==> config.mk <==
export PLATFORM = sky130hd
export DESIGN_NAME = amu_operand_unit
export DESIGN_NICKNAME = d
export VERILOG_FILES = /design/src/rtl/amu_pkg.sv /design/src/rtl/amu_mode_decode.sv /design/src/rtl/amu_step_sel.sv /design/src/rtl/amu_addr_calc.sv /design/src/rtl/amu_operand_unit.sv
export SDC_FILE = /design/constraint.sdc
export NUM_CORES = 1
export LEC_CHECK = 0
export BUFFER_PORTS_ARGS = -buffer_cell sky130_fd_sc_hd__buf_2
export CORE_MARGIN = 2
export CORE_UTILIZATION = 52
export CTS_CLUSTER_DIAMETER = 120
export DETAILED_ROUTE_END_ITERATION = 7
export PLACE_DENSITY = 0.77
export REMOVE_ABC_BUFFERS = 1
export SETUP_SLACK_MARGIN = 0.15
export SLEW_MARGIN = 30
export SYNTH_ARGS = -nofsm -noshare
export SYNTH_HDL_FRONTEND = slang
export SYNTH_SLANG_ARGS = --single-unit
==> constraint.sdc <==
create_clock -name clk -period 2.9 [get_ports clk]
set_input_delay 0.145 -clock clk [delete_from_list [all_inputs] [get_ports clk]]
set_output_delay 0.145 -clock clk [all_outputs]
set_load 0.02 [all_outputs]
==> src/rtl/amu_pkg.sv <==
package amu_pkg;

  localparam int MODE_W = 3;

  typedef enum logic [MODE_W-1:0] {
    AM_REG         = 3'd0,
    AM_REG_IND     = 3'd1,
    AM_POSTINC     = 3'd2,
    AM_POSTINC_DEF = 3'd3,
    AM_PREDEC      = 3'd4,
    AM_PREDEC_DEF  = 3'd5,
    AM_INDEX       = 3'd6,
    AM_INDEX_DEF   = 3'd7
  } amode_e;

  typedef struct packed {
    logic is_reg;      // operand is the register
    logic deferred;    // an indirect access follows
    logic pre_mod;     // decrement before address
    logic post_mod;    // increment after address
    logic indexed;     // address = reg + index
    logic force_word;  // step is two irrespective of size
  } amode_ctl_t;

endpackage

==> src/rtl/amu_mode_decode.sv <==
module amu_mode_decode
  import amu_pkg::*;
(
  input  logic [MODE_W-1:0] mode,
  output amode_ctl_t        ctl
);
  always_comb begin
    ctl = '0;
    unique case (amode_e'(mode))
      AM_REG:         ctl.is_reg = 1'b1;
      AM_REG_IND:     ctl = '0;
      AM_POSTINC:     ctl.post_mod = 1'b1;
      AM_POSTINC_DEF: begin
        ctl.post_mod   = 1'b1;
        ctl.deferred   = 1'b1;
        ctl.force_word = 1'b1;
      end
      AM_PREDEC:      ctl.pre_mod = 1'b1;
      AM_PREDEC_DEF:  begin
        ctl.pre_mod    = 1'b1;
        ctl.deferred   = 1'b1;
        ctl.force_word = 1'b1;
      end
      AM_INDEX:       ctl.indexed = 1'b1;
      AM_INDEX_DEF:   begin
        ctl.indexed  = 1'b1;
        ctl.deferred = 1'b1;
      end
      default:        ctl = '0;
    endcase
  end
endmodule

==> src/rtl/amu_step_sel.sv <==
module amu_step_sel
  import amu_pkg::*;
#(
  parameter int REGNUM_W   = 3,
  parameter int ALIGN_FROM = 6,
  parameter bit ALIGN_REGS = 1'b1
) (
  input  amode_ctl_t          ctl,
  input  logic [REGNUM_W-1:0] regnum,
  input  logic                byte_op,
  output logic                step_two
);
  logic aligned_reg;

  generate
    if (ALIGN_REGS) begin : g_align
      assign aligned_reg = (int'(regnum) >= ALIGN_FROM);
    end else begin : g_noalign
      assign aligned_reg = 1'b0;
    end
  endgenerate

  assign step_two = ctl.force_word | aligned_reg | ~byte_op;
endmodule

==> src/rtl/amu_addr_calc.sv <==
module amu_addr_calc
  import amu_pkg::*;
#(
  parameter int DATA_W = 16
) (
  input  amode_ctl_t        ctl,
  input  logic              step_two,
  input  logic [DATA_W-1:0] regval,
  input  logic [DATA_W-1:0] index,
  output logic [DATA_W-1:0] ea,
  output logic [DATA_W-1:0] reg_dec,
  output logic [DATA_W-1:0] reg_inc
);
  logic [DATA_W-1:0] step;

  assign step    = step_two ? DATA_W'(2) : DATA_W'(1);
  assign reg_dec = regval - step;
  assign reg_inc = regval + step;

  always_comb begin
    if (ctl.is_reg)       ea = '0;
    else if (ctl.indexed) ea = regval + index;
    else if (ctl.pre_mod) ea = reg_dec;
    else                  ea = regval;
  end
endmodule

==> src/rtl/amu_operand_unit.sv <==
module amu_operand_unit
  import amu_pkg::*;
#(
  parameter int DATA_W     = 16,
  parameter int NUM_REGS   = 8,
  parameter int ALIGN_FROM = 6,
  parameter bit ALIGN_REGS = 1'b1
) (
  input  logic                        clk,
  input  logic                        rst,
  input  logic                        req_valid,
  input  logic [MODE_W-1:0]           req_mode,
  input  logic [$clog2(NUM_REGS)-1:0] req_regnum,
  input  logic                        req_byte,
  input  logic [DATA_W-1:0]           req_regval,
  input  logic [DATA_W-1:0]           req_index,
  output logic                        addr_valid,
  output logic                        opnd_is_reg,
  output logic [DATA_W-1:0]           opnd_addr,
  output logic                        need_deferred,
  output logic                        wb_en,
  output logic [$clog2(NUM_REGS)-1:0] wb_reg,
  output logic [DATA_W-1:0]           wb_data
);
  localparam int REGNUM_W = $clog2(NUM_REGS);

  amode_ctl_t        ctl;
  logic              step_two;
  logic [DATA_W-1:0] ea, reg_dec, reg_inc;

  amu_mode_decode u_dec (.mode(req_mode), .ctl(ctl));

  amu_step_sel #(
    .REGNUM_W  (REGNUM_W),
    .ALIGN_FROM(ALIGN_FROM),
    .ALIGN_REGS(ALIGN_REGS)
  ) u_step (
    .ctl     (ctl),
    .regnum  (req_regnum),
    .byte_op (req_byte),
    .step_two(step_two)
  );

  amu_addr_calc #(.DATA_W(DATA_W)) u_calc (
    .ctl     (ctl),
    .step_two(step_two),
    .regval  (req_regval),
    .index   (req_index),
    .ea      (ea),
    .reg_dec (reg_dec),
    .reg_inc (reg_inc)
  );

  // stage 1: request captured
  logic                s1_v;
  amode_ctl_t          s1_ctl;
  logic [REGNUM_W-1:0] s1_reg;
  logic [DATA_W-1:0]   s1_ea, s1_inc;
  // stage 2: address presented, post-increment owed
  logic                s2_v, s2_post;
  logic [REGNUM_W-1:0] s2_reg;
  logic [DATA_W-1:0]   s2_inc;

  logic take;
  assign take = req_valid & ~s1_v & ~s2_v;

  always_ff @(posedge clk) begin
    if (rst) begin
      s1_v   <= 1'b0;
      s1_ctl <= '0;
      s1_reg <= '0;
      s1_ea  <= '0;
      s1_inc <= '0;
    end else begin
      s1_v <= take;
      if (take) begin
        s1_ctl <= ctl;
        s1_reg <= req_regnum;
        s1_ea  <= ea;
        s1_inc <= reg_inc;
      end
    end
  end

  always_ff @(posedge clk) begin
    if (rst) begin
      s2_v          <= 1'b0;
      s2_post       <= 1'b0;
      s2_reg        <= '0;
      s2_inc        <= '0;
      addr_valid    <= 1'b0;
      opnd_is_reg   <= 1'b0;
      opnd_addr     <= '0;
      need_deferred <= 1'b0;
    end else begin
      s2_v       <= s1_v;
      addr_valid <= s1_v;
      if (s1_v) begin
        s2_post       <= s1_ctl.post_mod;
        s2_reg        <= s1_reg;
        s2_inc        <= s1_inc;
        opnd_is_reg   <= s1_ctl.is_reg;
        opnd_addr     <= s1_ea;
        need_deferred <= s1_ctl.deferred;
      end
    end
  end

  always_ff @(posedge clk) begin
    if (rst) begin
      wb_en   <= 1'b0;
      wb_reg  <= '0;
      wb_data <= '0;
    end else begin
      wb_en <= 1'b0;
      if (take && ctl.pre_mod) begin
        wb_en   <= 1'b1;
        wb_reg  <= req_regnum;
        wb_data <= reg_dec;
      end else if (s2_v && s2_post) begin
        wb_en   <= 1'b1;
        wb_reg  <= s2_reg;
        wb_data <= s2_inc;
      end
    end
  end
endmodule

After elaboration in Yosys (flattened, before gate mapping)
Cells that the tools add are included.

Bits of input ports: 42. Logic and storage cells: 59. Output and inout bits: 39. Bits in registers: 98.

Multiplexer cells: 16. Reductions and logical operators: 9. Bitwise gates (word level): 7. Equality and inequality tests: 6. $lt $le $gt $ge: 1. Add/sub/neg operators: 3.

Operators with widths (number): two-way mux 16 bit (5); adder 16 bit (2); subtractor 16 bit (1); == test 3 bit, second input constant (4); two-way mux 1 bit (8); OR reduction 2 bit (4); == test 3 x 2 -> 1 bit, second input constant (2); two-way mux 3 bit (2); greater-or-equal comparator 3 bit, second input constant (1); logical NOT 3 bit (1); inverter 1 bit (3); OR reduction 3 bit (1); bitwise AND 1 bit (2); logical AND 1 bit (2); two-way mux 2 bit (1); OR 1 bit (2); nonzero test 2 bit (1).

Logic depth before layout (Yosys ltp)
Word-level depth: 10. Mapped depth: 14. Mapped depth without buffers: 12.

By module
From an unflattened synthesis, not the netlist that was laid out.

Cell total of the unflattened synthesis: 693. Area total of the unflattened synthesis: 5520.3 sq um.

Modules (own cells, without submodules): amu_operand_unit (instances 1, cells an instance 404, sequential area each 1961.9 sq um, area each 3588.4 sq um); amu_addr_calc (instances 1, cells an instance 281, sequential area each 0.0 sq um, area each 1880.6 sq um); amu_mode_decode (instances 1, cells an instance 6, sequential area each 0.0 sq um, area each 40.0 sq um); amu_step_sel (instances 1, cells an instance 2, sequential area each 0.0 sq um, area each 11.3 sq um).

Worst setup path after synthesis
Ideal clock, no wire load.

Path type: input-to-reg. Start: input req_mode[1]. End: register wb_data[9]. Path slack: -0.161 ns. Path buffers: 2. Data required time: 2.800 ns. Data arrival time: 2.961 ns. Stages on the path: 12. Library setup time: 0.100 ns. Cells stage by stage: clkbuf_1 -> clkbuf_1 -> nor2b_1 -> o21ai_0 -> nand3_1 -> inv_1 -> ha_1 -> o21bai_1 -> or4_4 -> or3_4 -> xor2_1 -> a2111oi_4.

Longest elaborated chain between the ends: 8. Elaborated cells on any way between the ends: 14. Classes of those cells: add/sub: 1; eq/ne: 3; mux: 4; bitwise: 2; reduce/logical: 4.

Ends and longest elaborated chain: start, declared (line amu_operand_unit.sv:12) `input logic [MODE_W-1:0] req_mode,`; == test 3 x 2 -> 1 bit or == test 3 bit (tied branches) (line amu_mode_decode.sv:9) `unique case (amode_e'(mode))`; OR reduction 2 bit (no source line); two-way mux 1 bit (line amu_mode_decode.sv:9); OR 1 bit (2 in a row) (line amu_step_sel.sv:23) `assign step_two = ctl.force_word | aligned_reg | ~byte_op;`; two-way mux 2 bit (line amu_addr_calc.sv:16) `assign step = step_two ? DATA_W'(2) : DATA_W'(1);`; subtractor 16 bit (line amu_addr_calc.sv:17) `assign reg_dec = regval - step;`; two-way mux 16 bit (line amu_operand_unit.sv:116) `if (take && ctl.pre_mod) begin`; end signal, assigned (line amu_operand_unit.sv:119) `wb_data <= reg_dec;`; end signal, assigned (line amu_operand_unit.sv:123) `wb_data <= s2_inc;`; end, declared (line amu_operand_unit.sv:23) `output logic [DATA_W-1:0] wb_data`.

Parallel ways exist; a longest one is shown, timed or not. A chain may end at the register's enable or synchronous reset.

Final worst setup path
Start: input req_mode[2]. End: register s1_ea[8].

Longest elaborated chain between the ends: 10. Elaborated cells on any way between the ends: 20. Classes of those cells: add/sub: 1; eq/ne: 5; mux: 8; bitwise: 2; reduce/logical: 4.

Ends and longest elaborated chain: == test 3 x 2 -> 1 bit or == test 3 bit (tied branches) (line amu_mode_decode.sv:9); OR reduction 2 bit (no source line); two-way mux 1 bit (line amu_mode_decode.sv:9); OR 1 bit (2 in a row) (line amu_step_sel.sv:23); two-way mux 2 bit (line amu_addr_calc.sv:16); subtractor 16 bit (line amu_addr_calc.sv:17); two-way mux 16 bit (line amu_addr_calc.sv:23) `else if (ctl.pre_mod) ea = reg_dec;`; two-way mux 16 bit (line amu_addr_calc.sv:22) `else if (ctl.indexed) ea = regval + index;`; two-way mux 16 bit * (line amu_addr_calc.sv:21) `if (ctl.is_reg) ea = '0;`; end signal, assigned (line amu_operand_unit.sv:72) `s1_ea <= '0;`; end signal, assigned (line amu_operand_unit.sv:79) `s1_ea <= ea;`; end, declared (line amu_operand_unit.sv:58) `logic [DATA_W-1:0] s1_ea, s1_inc;`.

Mark *: on every way between the ends. The rest lies on a longest branch, timed or not.

==> results.ini <==
[outcome]
outcome=completed

[global_route]
antenna_found_initial=0
grt_max_degree=78
grtUsageTotal=0.262
grt_pass1_vias=4689
overflow=0
grt_pass1_wl_mm=23.5

[yosys]
synth_top_area_share=0.369
avgSynthCellArea_sq_um=8.38
seq_area_frac_synth=0.369
synth-edff-count=0
synthCells=634
yosysWarnings=0
synth_area_sq_mm=0.00531
ys_types=56
ys_seq_elements=98
synth_area_leader_cell=dfxtp_1
synthFlopType=dfxtp_1
async_flop_share=0
synth_area_leaders=dfxtp_1 37%, mux2i_1 7.9%, nor2_1 7.1%, nand2_1 5.3%, ha_1 4.7%

[clock_tree]
cts_root_buffer=clkbuf_8
post_cts_buffers=0
ctsHoldBuffers=0
cts_made_buffers=9
clock-sinks=98
clockBufferDepth=2
post_cts_resize_count=0
clkLatencyLatePin_ps=370
clkTransAtPathRegs_ps=100
cts_htree_levels=3
cts_tree=done

[sta]
worst_slew_pin_slew_ps=847
slew_headroom=0.434
rsz0062_at_grt=no
fin_tns_setup_ps=0
fmax_ghz=0.409
period_minus_slack_ps=2450
drv_slew=0
period_share=0.843
setup_ws_ps=455
setup_viol=0
hold_viol_final=0
finClkSkew_ps=11.8

[worst_setup_path]
worstSetupStartpointType=input port
critPathMaxFanout=5
path_class=in -> reg
crit_family=simple AND/OR/NAND/NOR gates
cp-end-kind=register
worst_path_max_delay_cell=or4b_1
cp_slowest_stage_delay_ps=530
worstPathCellList=buf_2 > nor2b_1 > o21ai_0 > nand3_1 > inv_1 > ha_1 > fa_1 > or4b_1 > nor4_2 > o21a_1 > o211ai_1 > a22oi_1 > o41a_1
crit_required_ps=3210
crit_buf_inv=2
worstPathArrival_ps=2760

[drt]
dr_total_vias=4906
viasPerCell=5.88
drtPass1Iterations=7
drc=0
wl_per_cell_um=17.0
drt_iter0_markers=408
antenna_left=0
drt-total-wl_mm=14.2

[power]
power.leakage_nw=2.48
power_density_mw_per_mm2=503
ir_worst_vdd_mv=0.235
finalPower_w=0.00305

[placement]
place_hpwl_mm=10.3
gp_congestion=0.889
dpl.cell_count=818
dpl_cell_area_sq_mm=0.00584
dp_slack_ps=99.2
io_buffers=80

[floorplan]
dieArea_sq_mm=0.0110
design.core.area_sq_mm=0.00986
start_util=0.538
die_w_um=105
rows=36
die_y_um=105
ios=81

[finish]
syn_to_final_growth_pct=14.1
fin_area_sq_mm=0.00606
antennaDiodeCount=0
final_cells=834
fin_nets=761
drive_gt1_frac=0.178
fillers=873

[min_path]
hold_class=in -> reg

[job]
cap_violations=0

worst min-delay path, cell delays in order:
cell and delay (ps):
buf_2 110, nand2_1 50, a21oi_1 50
through the flow:
| stage | hold slack, ps | utilization |
|---|---|---|
| 2_1_floorplan | 214 | - |
| 3_3_place_gp | 397 | 0.592 |
| 3_5_place_dp | 417 | 0.592 |
| 4_1_cts | 22.6 | 0.614 |
| 5_1_grt | 44.1 | 0.614 |
| 6_report | 28.1 | 0.614 |
placed cells by master (no fill, tap or decap), drive strengths merged, types with 6 or more instances in the layout:
master	instances
o21ai	25
buf	99
xor2	17
dfxtp	98
mux2i	42
nand2	75
nand3	13
xnor2	18
nor3	8
nor2	101
clkbuf	11
ha	20
a21oi	25
a311oi	16
a211oi	22
and3	10
inv	9
and2	6
metal layers:
metal | track usage | wire [um]
met1 | 0.349 | 6500
met2 | 0.423 | 6470
met3 | 0.0368 | 771
met4 | 0.111 | 449
met5 | 0 | 0
synth_stat cells, types with 6 or more instances:
library cell,instances
nor2_1,101
a311oi_1,16
dfxtp_1,98
xor2_1,17
xnor2_1,18
ha_1,20
buf_1,6
nor3_1,8
clkbuf_1,40
and2_1,6
a21oi_1,25
nand3_1,13
mux2i_1,42
inv_1,7
o21ai_0,25
nand2_1,75
a211oi_1,22
and3_1,10
kinds of logic after synthesis:
logic type	synth area share
buffers and inverters	0.0405
xor gates and xnor gates	0.0577
adders and majority gates	0.0584
and+or+nand+nor	0.199
muxes	0.0792
AOI/OAI and AO/OA	0.195
DFF	0.369
final cells by class:
cell class / instances / area, sq um / share of cell area
tap: 133 / 166 / 0.0275
sequential: 98 / 1960 / 0.324
clock inverter: 5 / 82.6 / 0.0136
inverter: 7 / 26.3 / 0.00434
multi-input combinational: 481 / 3140 / 0.518
clock buffer: 11 / 141 / 0.0233
timing repair buffer: 99 / 543 / 0.0896
path summary, 6_finish.rpt:
kind | start | cells past startpoint | slack [ps] | end
worst max register to register | s2_v$_SDFF_PP0_ | 6 | 880 | s1_ea[11]$_SDFFE_PP0P_
worst min-delay path | req_regnum[0] | 3 | 30 | s1_reg[0]$_SDFFE_PP0P_
worst min register to register | s1_ctl[4]$_SDFFE_PP0P_ | 2 | 460 | s1_ctl[4]$_SDFFE_PP0P_
worst max-delay path | req_mode[2] | 13 | 450 | s1_ea[8]$_SDFFE_PP0P_
power breakdown:
group	leakage (nW)	total [W]	internal, W	switching (W)
combinational	1.56	0.000600	0.000239	0.000361
clock	0.114	0.000998	0.000515	0.000483
sequential	0.800	0.00145	0.00141	0.0000392
Note: power is estimated with default switching activity, not from simulation.
